==> src/rtl/dcd_pkg.sv <==
package dcd_pkg;
    typedef enum logic [2:0] {
        CY_NONE    = 3'd0,
        CY_READ    = 3'd1,
        CY_EWRITE  = 3'd2,
        CY_LWRITE  = 3'd3,
        CY_CBR     = 3'd4,
        CY_RASONLY = 3'd5
    } cyc_code_t;

    typedef enum logic [2:0] {
        S_IDLE,
        S_ROW_OPEN,
        S_COL_READ,
        S_COL_EWR,
        S_COL_LWR,
        S_PAGE_GAP,
        S_CBR
    } fsm_state_t;
endpackage

==> src/rtl/dcd_sync.sv <==
module dcd_sync #(
    parameter int   W       = 1,
    parameter int   STAGES  = 2,
    parameter logic RST_ONE = 1'b1
) (
    input  logic         clk,
    input  logic         rst_n,
    input  logic [W-1:0] d,
    output logic [W-1:0] q
);
    localparam logic [W-1:0] RST_VAL = {W{RST_ONE}};

    logic [W-1:0] stg [STAGES];

    generate
        for (genvar i = 0; i < STAGES; i++) begin : g_stage
            always_ff @(posedge clk or negedge rst_n) begin
                if (!rst_n) begin
                    stg[i] <= RST_VAL;
                end else if (i == 0) begin
                    stg[i] <= d;
                end else begin
                    stg[i] <= stg[(i == 0) ? 0 : i-1];
                end
            end
        end
    endgenerate

    assign q = stg[STAGES-1];
endmodule

==> src/rtl/dcd_cycle_fsm.sv <==
module dcd_cycle_fsm
    import dcd_pkg::*;
#(
    parameter int ROW_W = 12
) (
    input  logic             clk,
    input  logic             rst_n,
    input  logic             ras_fall,
    input  logic             ras_rise,
    input  logic             cas_fall,
    input  logic             cas_rise,
    input  logic             cas_any_low,
    input  logic             we_low,
    input  logic             we_fall,
    input  logic             oe_high,
    input  logic [ROW_W-1:0] row_ext,
    output fsm_state_t       state_n,
    output cyc_code_t        code_q,
    output logic [ROW_W-1:0] active_row,
    output logic [ROW_W-1:0] refresh_row
);
    fsm_state_t state_q;
    cyc_code_t  code_d;

    always_comb begin
        state_n = state_q;
        unique case (state_q)
            S_IDLE: begin
                if (ras_fall) state_n = cas_any_low ? S_CBR : S_ROW_OPEN;
            end
            S_ROW_OPEN, S_PAGE_GAP: begin
                if (ras_rise)      state_n = S_IDLE;
                else if (cas_fall) state_n = we_low ? S_COL_EWR : S_COL_READ;
            end
            S_COL_READ: begin
                if (ras_rise)                state_n = S_IDLE;
                else if (cas_rise)           state_n = S_PAGE_GAP;
                else if (we_fall && oe_high) state_n = S_COL_LWR;
            end
            S_COL_EWR, S_COL_LWR: begin
                if (ras_rise)      state_n = S_IDLE;
                else if (cas_rise) state_n = S_PAGE_GAP;
            end
            S_CBR: begin
                if (ras_rise) state_n = S_IDLE;
            end
            default: state_n = S_IDLE;
        endcase
    end

    always_comb begin
        code_d = CY_NONE;
        if (state_n != state_q) begin
            unique case (state_n)
                S_CBR:      code_d = CY_CBR;
                S_COL_READ: code_d = CY_READ;
                S_COL_EWR:  code_d = CY_EWRITE;
                S_COL_LWR:  code_d = CY_LWRITE;
                S_IDLE:     code_d = (state_q == S_ROW_OPEN) ? CY_RASONLY : CY_NONE;
                default:    code_d = CY_NONE;
            endcase
        end
    end

    // state register
    always_ff @(posedge clk or negedge rst_n) begin
        if (!rst_n) state_q <= S_IDLE;
        else        state_q <= state_n;
    end

    // registered outputs
    always_ff @(posedge clk or negedge rst_n) begin
        if (!rst_n) begin
            code_q      <= CY_NONE;
            active_row  <= '0;
            refresh_row <= '0;
        end else begin
            code_q <= code_d;
            if (state_q == S_IDLE && state_n == S_CBR) begin
                active_row  <= refresh_row;
                refresh_row <= refresh_row + 1'b1;
            end else if (state_q == S_IDLE && state_n == S_ROW_OPEN) begin
                active_row <= row_ext;
            end
        end
    end
endmodule

==> src/rtl/dcd_lane.sv <==
module dcd_lane (
    input  logic clk,
    input  logic rst_n,
    input  logic cas_low,
    input  logic any_cas_fall,
    input  logic all_high,
    input  logic oe_low,
    input  logic we_high,
    input  logic nxt_read,
    input  logic nxt_write,
    input  logic nxt_cbr,
    output logic drive,
    output logic wstrb
);
    logic read_on;
    logic hold_on;

    assign read_on = nxt_read && cas_low && oe_low && we_high;
    assign hold_on = drive && oe_low && we_high && !any_cas_fall && !all_high && !nxt_cbr;

    always_ff @(posedge clk or negedge rst_n) begin
        if (!rst_n) begin
            drive <= 1'b0;
            wstrb <= 1'b0;
        end else begin
            drive <= read_on || hold_on;
            wstrb <= nxt_write && cas_low;
        end
    end
endmodule

==> src/rtl/dram_cycle_decoder.sv <==
module dram_cycle_decoder
    import dcd_pkg::*;
#(
    parameter int ROW_W       = 12,
    parameter int LANES       = 2,
    parameter int SYNC_STAGES = 2
) (
    input  logic             clk,
    input  logic             rst_n,
    input  logic             ras_n,
    input  logic [LANES-1:0] cas_n,
    input  logic             we_n,
    input  logic             oe_n,
    input  logic [ROW_W-1:0] row_addr,
    output logic [2:0]       cycle_code,
    output logic [LANES-1:0] lane_drive,
    output logic [LANES-1:0] lane_write,
    output logic [ROW_W-1:0] active_row,
    output logic [ROW_W-1:0] refresh_row
);
    localparam int SW    = LANES + 3;
    localparam int I_RAS = LANES;
    localparam int I_WE  = LANES + 1;
    localparam int I_OE  = LANES + 2;

    logic [SW-1:0]    strb_s;
    logic [SW-1:0]    strb_p;
    logic [ROW_W-1:0] row_s;

    dcd_sync #(.W(SW), .STAGES(SYNC_STAGES), .RST_ONE(1'b1)) u_sync_strb (
        .clk(clk), .rst_n(rst_n), .d({oe_n, we_n, ras_n, cas_n}), .q(strb_s)
    );

    dcd_sync #(.W(ROW_W), .STAGES(SYNC_STAGES), .RST_ONE(1'b0)) u_sync_row (
        .clk(clk), .rst_n(rst_n), .d(row_addr), .q(row_s)
    );

    always_ff @(posedge clk or negedge rst_n) begin
        if (!rst_n) strb_p <= '1;
        else        strb_p <= strb_s;
    end

    logic cas_any_low, cas_any_low_p;
    logic cas_fall, cas_rise, ras_fall, ras_rise, we_fall, all_high;

    assign cas_any_low   = ~&strb_s[LANES-1:0];
    assign cas_any_low_p = ~&strb_p[LANES-1:0];
    assign cas_fall      = cas_any_low && !cas_any_low_p;
    assign cas_rise      = !cas_any_low && cas_any_low_p;
    assign ras_fall      = !strb_s[I_RAS] && strb_p[I_RAS];
    assign ras_rise      = strb_s[I_RAS] && !strb_p[I_RAS];
    assign we_fall       = !strb_s[I_WE] && strb_p[I_WE];
    assign all_high      = strb_s[I_RAS] && !cas_any_low;

    fsm_state_t state_n;
    cyc_code_t  code_q;

    dcd_cycle_fsm #(.ROW_W(ROW_W)) u_fsm (
        .clk(clk), .rst_n(rst_n),
        .ras_fall(ras_fall), .ras_rise(ras_rise),
        .cas_fall(cas_fall), .cas_rise(cas_rise),
        .cas_any_low(cas_any_low),
        .we_low(!strb_s[I_WE]), .we_fall(we_fall),
        .oe_high(strb_s[I_OE]),
        .row_ext(row_s),
        .state_n(state_n), .code_q(code_q),
        .active_row(active_row), .refresh_row(refresh_row)
    );

    assign cycle_code = code_q;

    logic nxt_read, nxt_write, nxt_cbr;
    assign nxt_read  = (state_n == S_COL_READ);
    assign nxt_write = (state_n == S_COL_EWR) || (state_n == S_COL_LWR);
    assign nxt_cbr   = (state_n == S_CBR);

    generate
        for (genvar g = 0; g < LANES; g++) begin : g_lane
            dcd_lane u_lane (
                .clk(clk), .rst_n(rst_n),
                .cas_low(!strb_s[g]),
                .any_cas_fall(cas_fall),
                .all_high(all_high),
                .oe_low(!strb_s[I_OE]),
                .we_high(strb_s[I_WE]),
                .nxt_read(nxt_read), .nxt_write(nxt_write), .nxt_cbr(nxt_cbr),
                .drive(lane_drive[g]), .wstrb(lane_write[g])
            );
        end
    endgenerate
endmodule

==> config.mk <==
export PLATFORM = sky130hd
export DESIGN_NAME = dram_cycle_decoder
export DESIGN_NICKNAME = d
export VERILOG_FILES = /design/src/rtl/dcd_pkg.sv /design/src/rtl/dcd_sync.sv /design/src/rtl/dcd_cycle_fsm.sv /design/src/rtl/dcd_lane.sv /design/src/rtl/dram_cycle_decoder.sv
export SDC_FILE = /design/constraint.sdc
export NUM_CORES = 1
export LEC_CHECK = 0
export BUFFER_PORTS_ARGS = -buffer_cell sky130_fd_sc_hd__buf_2
export CAP_MARGIN = 25
export CORE_UTILIZATION = 58
export DETAILED_ROUTE_END_ITERATION = 10
export PLACE_DENSITY_LB_ADDON = 0.1
export SLEW_MARGIN = 20
export SYNTH_ARGS = -nofsm -noshare
export SYNTH_HDL_FRONTEND = slang
export SYNTH_SLANG_ARGS = --single-unit
export TNS_END_PERCENT = 50
==> constraint.sdc <==
create_clock -name clk -period 6.09 [get_ports clk]
set_input_delay 1.827 -clock clk [delete_from_list [all_inputs] [get_ports clk]]
set_output_delay 1.827 -clock clk [all_outputs]
set_load 0.02 [all_outputs]
After elaboration in Yosys (flattened, before gate mapping)
Index checks and enable logic that the tools add are counted. Widths: inputs -> output; s select.

Register bits: 72. Input bits: 19. Output and inout port bits: 31.

Add/sub/neg operators: 1. Equal/unequal tests: 12. Mux-type cells: 17. Reductions and logical operators: 48.

Operators by type and width (count): $mux 3 (12); $pmux 3 s5 (2); $logic_and 1x1->1 (27); $mux 12 (2); $eq 3x3->1 const B (5); $add 12x1->12 const B (1); $eq 3x2->1 const B (4); $logic_not 1->1 (11); $eq 3x1->1 const B (2); $logic_not 3->1 (2); $reduce_and 2->1 (2); $reduce_or 2->1 (2); $logic_or 1x1->1 (3); $ne 3x3->1 (1); $reduce_bool 2->1 (1); $mux 1 (1).

Longest topological paths before layout
Depth after elaboration: 12. Depth in mapped cells: 8. Mapped depth without buffers: 6.

Cells and area by module
A second synthesis with hierarchy kept.

Cell total of the unflattened synthesis: 232. Area, all modules: 2961.6 um^2.

By module, submodules not included: dcd_cycle_fsm (times used 1, cells each 147, area an instance 1610.3 um^2); dcd_sync at u_sync_row (times used 1, cells each 36, area an instance 690.7 um^2); dcd_sync at u_sync_strb (times used 1, cells each 15, area an instance 300.3 um^2); dram_cycle_decoder (times used 1, cells each 20, area an instance 202.7 um^2); dcd_lane (times used 2, cells each 7, area an instance 78.8 um^2).

Least setup slack after synthesis
No wires, ideal clock.

Kind: register to output. Start: reg g_lane[0].u_lane.drive. End: out lane_drive[0]. Data arrival time: 501 ps. Slack: 3762 ps. Stages on the path, launching flop included: 2. Path buffers: 1. Path through: dfrtp_1 -> buf_4.

RTL lines: start, declared (RTL line dcd_lane.sv:12) `output logic drive,`; start signal, assigned (RTL line dcd_lane.sv:26) `drive <= read_on || hold_on;`; end, declared (RTL line dram_cycle_decoder.sv:16) `output logic [LANES-1:0] lane_drive,`.

No word-level cell between the ends.

Worst setup path in the final report
Start: reg u_fsm.refresh_row[3]. End: out refresh_row[3].

RTL lines: start, declared (RTL line dcd_cycle_fsm.sv:20) `output logic [ROW_W-1:0] refresh_row`; start signal, assigned (RTL line dcd_cycle_fsm.sv:81) `refresh_row <= refresh_row + 1'b1;`; end, declared (RTL line dram_cycle_decoder.sv:19) `output logic [ROW_W-1:0] refresh_row`.

No word-level cell between the ends.

==> results.sh <==
export IMPL_status="completed"
export IMPL_post_place_ws_ns=3.27
export IMPL_timing_final_crit_period_ns=2.81
export IMPL_coreArea_sq_um=4440
export IMPL_cp_data_required_time_ns=4.26
export IMPL_dieArea_sq_um=5030
export IMPL_synth_top_area_share_pct=52.7
export IMPL_crit_fanout=6
export IMPL_min_path_type="reg -> reg"
export IMPL_grt_pass1_vias=1624
export IMPL_hold_viol=0
export IMPL_timing_critical_path_slowest_stage_cell="dfrtp_1"
export IMPL_netlist_instances=203
export IMPL_grt_usage_pct=20.2
export IMPL_h_tree_depth=3
export IMPL_nets=271
export IMPL_rsz0062_at_grt="false"
export IMPL_finalSetupViolCount=0
export IMPL_io_pins=50
export IMPL_critPathKind="reg -> out"
export IMPL_worstSetupEndpointType="primary output"
export IMPL_fillers=337
export IMPL_numPortBuffers=49
export IMPL_detail_route_antenna_nets=0
export IMPL_yosysUniqueCellTypes=44
export IMPL_cts_repair_timing_setup_buffer_count=0
export IMPL_synthTopCellsByArea="dfrtp_1 53%, dfstp_2 13%, mux2i_1 4.4%"
export IMPL_grt_remaining_overflow=0
export IMPL_drc=0
export IMPL_wire_per_inst_um=14.3
export IMPL_utilization_pct=71.0
export IMPL_fin_setup_tns_ns=0
export IMPL_cts_hold_buf=0
export IMPL_critical_path_top_delay_family="flip-flops"
export IMPL_grt_max_degree=55
export IMPL_clkLatencyLatePin_ns=0.33
export IMPL_slowest_delay_ns=0.46
export IMPL_synth_seq_cells=72
export IMPL_die_w_um=70.9
export IMPL_start_util_pct=62.0
export IMPL_avgSynthCellArea_sq_um=13.6
export IMPL_maxCapViolCount=0
export IMPL_cts_resized=0
export IMPL_cts_root_buf="clkbuf_8"
export IMPL_drv_slew=0
export IMPL_rows=24
export IMPL_crit_path_cell_trace="buf_2"
export IMPL_antenna_found_initial=0
export IMPL_num_vias=1651
export IMPL_synth_ff_type="dfrtp_1"
export IMPL_cp_start_kind="flip-flop"
export IMPL_diodes=0
export IMPL_tightest_slew_ns=0.913
export IMPL_syn_num_nets=223
export IMPL_grt_pass1_wl_um=7560
export IMPL_syn_to_final_growth_pct=14.6
export IMPL_vias_per_cell=5.36
export IMPL_syn_area_sq_um=2750
export IMPL_synthArstFlopShare_pct=100
export IMPL_cts_tree="built"
export IMPL_relSlewSlack_pct=39.2
export IMPL_ir_drop_mv=0.204
export IMPL_drive_gt1_share_pct=33.2
export IMPL_arrival_ns=0.98
export IMPL_yosysMostFrequentCell="dfrtp_1"
export IMPL_synth_top_cell_by_area="dfrtp_1"
export IMPL_cts_clk_slew_worst_paths_ns=0.06
export IMPL_cts_buffers=9
export IMPL_clock_skew_ns=0.0114
export IMPL_clock_sinks=72
export IMPL_drtPass1Iterations=6
export IMPL_yosys_top_cells_count="58 x dfrtp_1, 23 x nand2_1, 14 x dfstp_2"
export IMPL_dp_hpwl_um=3000
export IMPL_crit_buf_inv=1
export IMPL_power_density_nw_per_um2=413
export IMPL_leakage_uw=0.00154
export IMPL_fin_ws_ns=3.28
export IMPL_yosysWarnings=0
export IMPL_drtIter0Drc=79
export IMPL_synth_edff_count=0
export IMPL_clk_path_buf_depth=2
export IMPL_die_h_um=70.9
export IMPL_max_freq_mhz=356
export IMPL_fin_crit_sh_pct=46.1
export IMPL_place_gp_congestion=0.905
export IMPL_finalWirelength_um=4400
export IMPL_yosysSeqAreaShare_pct=66.1
## where the power goes
group,switching (uW),leakage [uW],internal [uW]
logic,201,0.000571,132
registers,74.6,0.000883,561
clock network,151,0.0000910,182
total,427,0.00154,876
## flip-flops by register name, summed over array words and instances, names as in the netlist
| register | count |
|---|---|
| u_fsm.state_q | 3 |
| g_lane.u_lane.drive | 2 |
| g_lane.u_lane.wstrb | 2 |
| strb_p | 4 |
| u_sync_strb.q | 5 |
| u_fsm.code_q | 3 |
| u_sync_row.q | 12 |
| u_fsm.refresh_row | 12 |
| u_sync_row.stg | 12 |
| u_fsm.active_row | 12 |
| u_sync_strb.stg | 5 |
## metrics by stage
stage / hold WS (ns) / total power [uW] / area [sq um] / instances
detailed placement: 0.335 / 979 / 2980 / 292
finish: 0.348 / 1300 / 3160 / 308
floorplan: 0.331 / 890 / 2750 / 203
CTS: 0.349 / 1320 / 3160 / 308
global route: 0.354 / 1390 / 3160 / 308
global placement: 0.331 / 972 / 2980 / 292
## layout make-up
class | instances | area (sq um) | area share [%]
clock buffer | 16 | 180 | 5.71
tap | 52 | 65.1 | 2.06
multi-input combinational | 117 | 836 | 26.5
inverter | 1 | 3.75 | 0.119
sequential | 72 | 1820 | 57.6
timing repair buffer | 50 | 253 | 8.01
## cells in the final DEF, fill, tap and decap left out, types with 2 or more instances in the layout
cell	count
o2bb2ai_1	2
nor2b_1	2
o21ai_0	13
clkbuf_1	4
a2111oi_2	2
dfstp_2	14
or3b_1	2
mux2i_1	12
xnor2_1	9
buf_2	49
nand2b_1	4
nand4_1	2
dfrtp_1	58
nand2_1	23
and2_1	4
xor2_1	2
clkbuf_8	12
a21oi_1	4
nand3b_1	2
nor2_1	4
nand3_1	5
and3_1	5
## layer usage
layer | GRT usage, % | up-vias | share of wire (%)
li1 | - | 801 | -
met1 | 28.7 | 797 | 50
met2 | 30.4 | 49 | 46
met3 | 4.99 | 4 | 3.8
met4 | 8.00 | 0 | 0.61
met5 | 0 | - | 0
## final timing paths
path	start	endpoint	slack (ns)	cells past startpoint
worst min-delay path	u_sync_row.stg[20]	u_sync_row.q[8]	0.35	0
worst max register to register	u_fsm.state_q[2]	g_lane[1].u_lane.drive	3.42	6
max in group asynchronous	rst_n	u_sync_row.stg[12]	3.70	2
worst max-delay path	u_fsm.refresh_row[3]	refresh_row[3]	3.28	1
worst min register to register	u_sync_row.stg[20]	u_sync_row.q[8]	0.35	0
min in group asynchronous	rst_n	u_fsm.active_row[5]	1.42	1
## kinds of logic (layout without fill, tap and decap cells)
family                     after synthesis  in the layout  synth area share (%)
DFF                                     72             72                  66.1
and+or+nand+nor                         59             59                  12.6
AOI/OAI and AO/OA                       33             33                  9.00
buffers and inverters                   14             67                  3.59
muxes                                   13             13                  4.77
xor gates and xnor gates                11             11                  3.50
adders and majority gates                1              1                 0.454
Power figures use the tool's default switching activity.
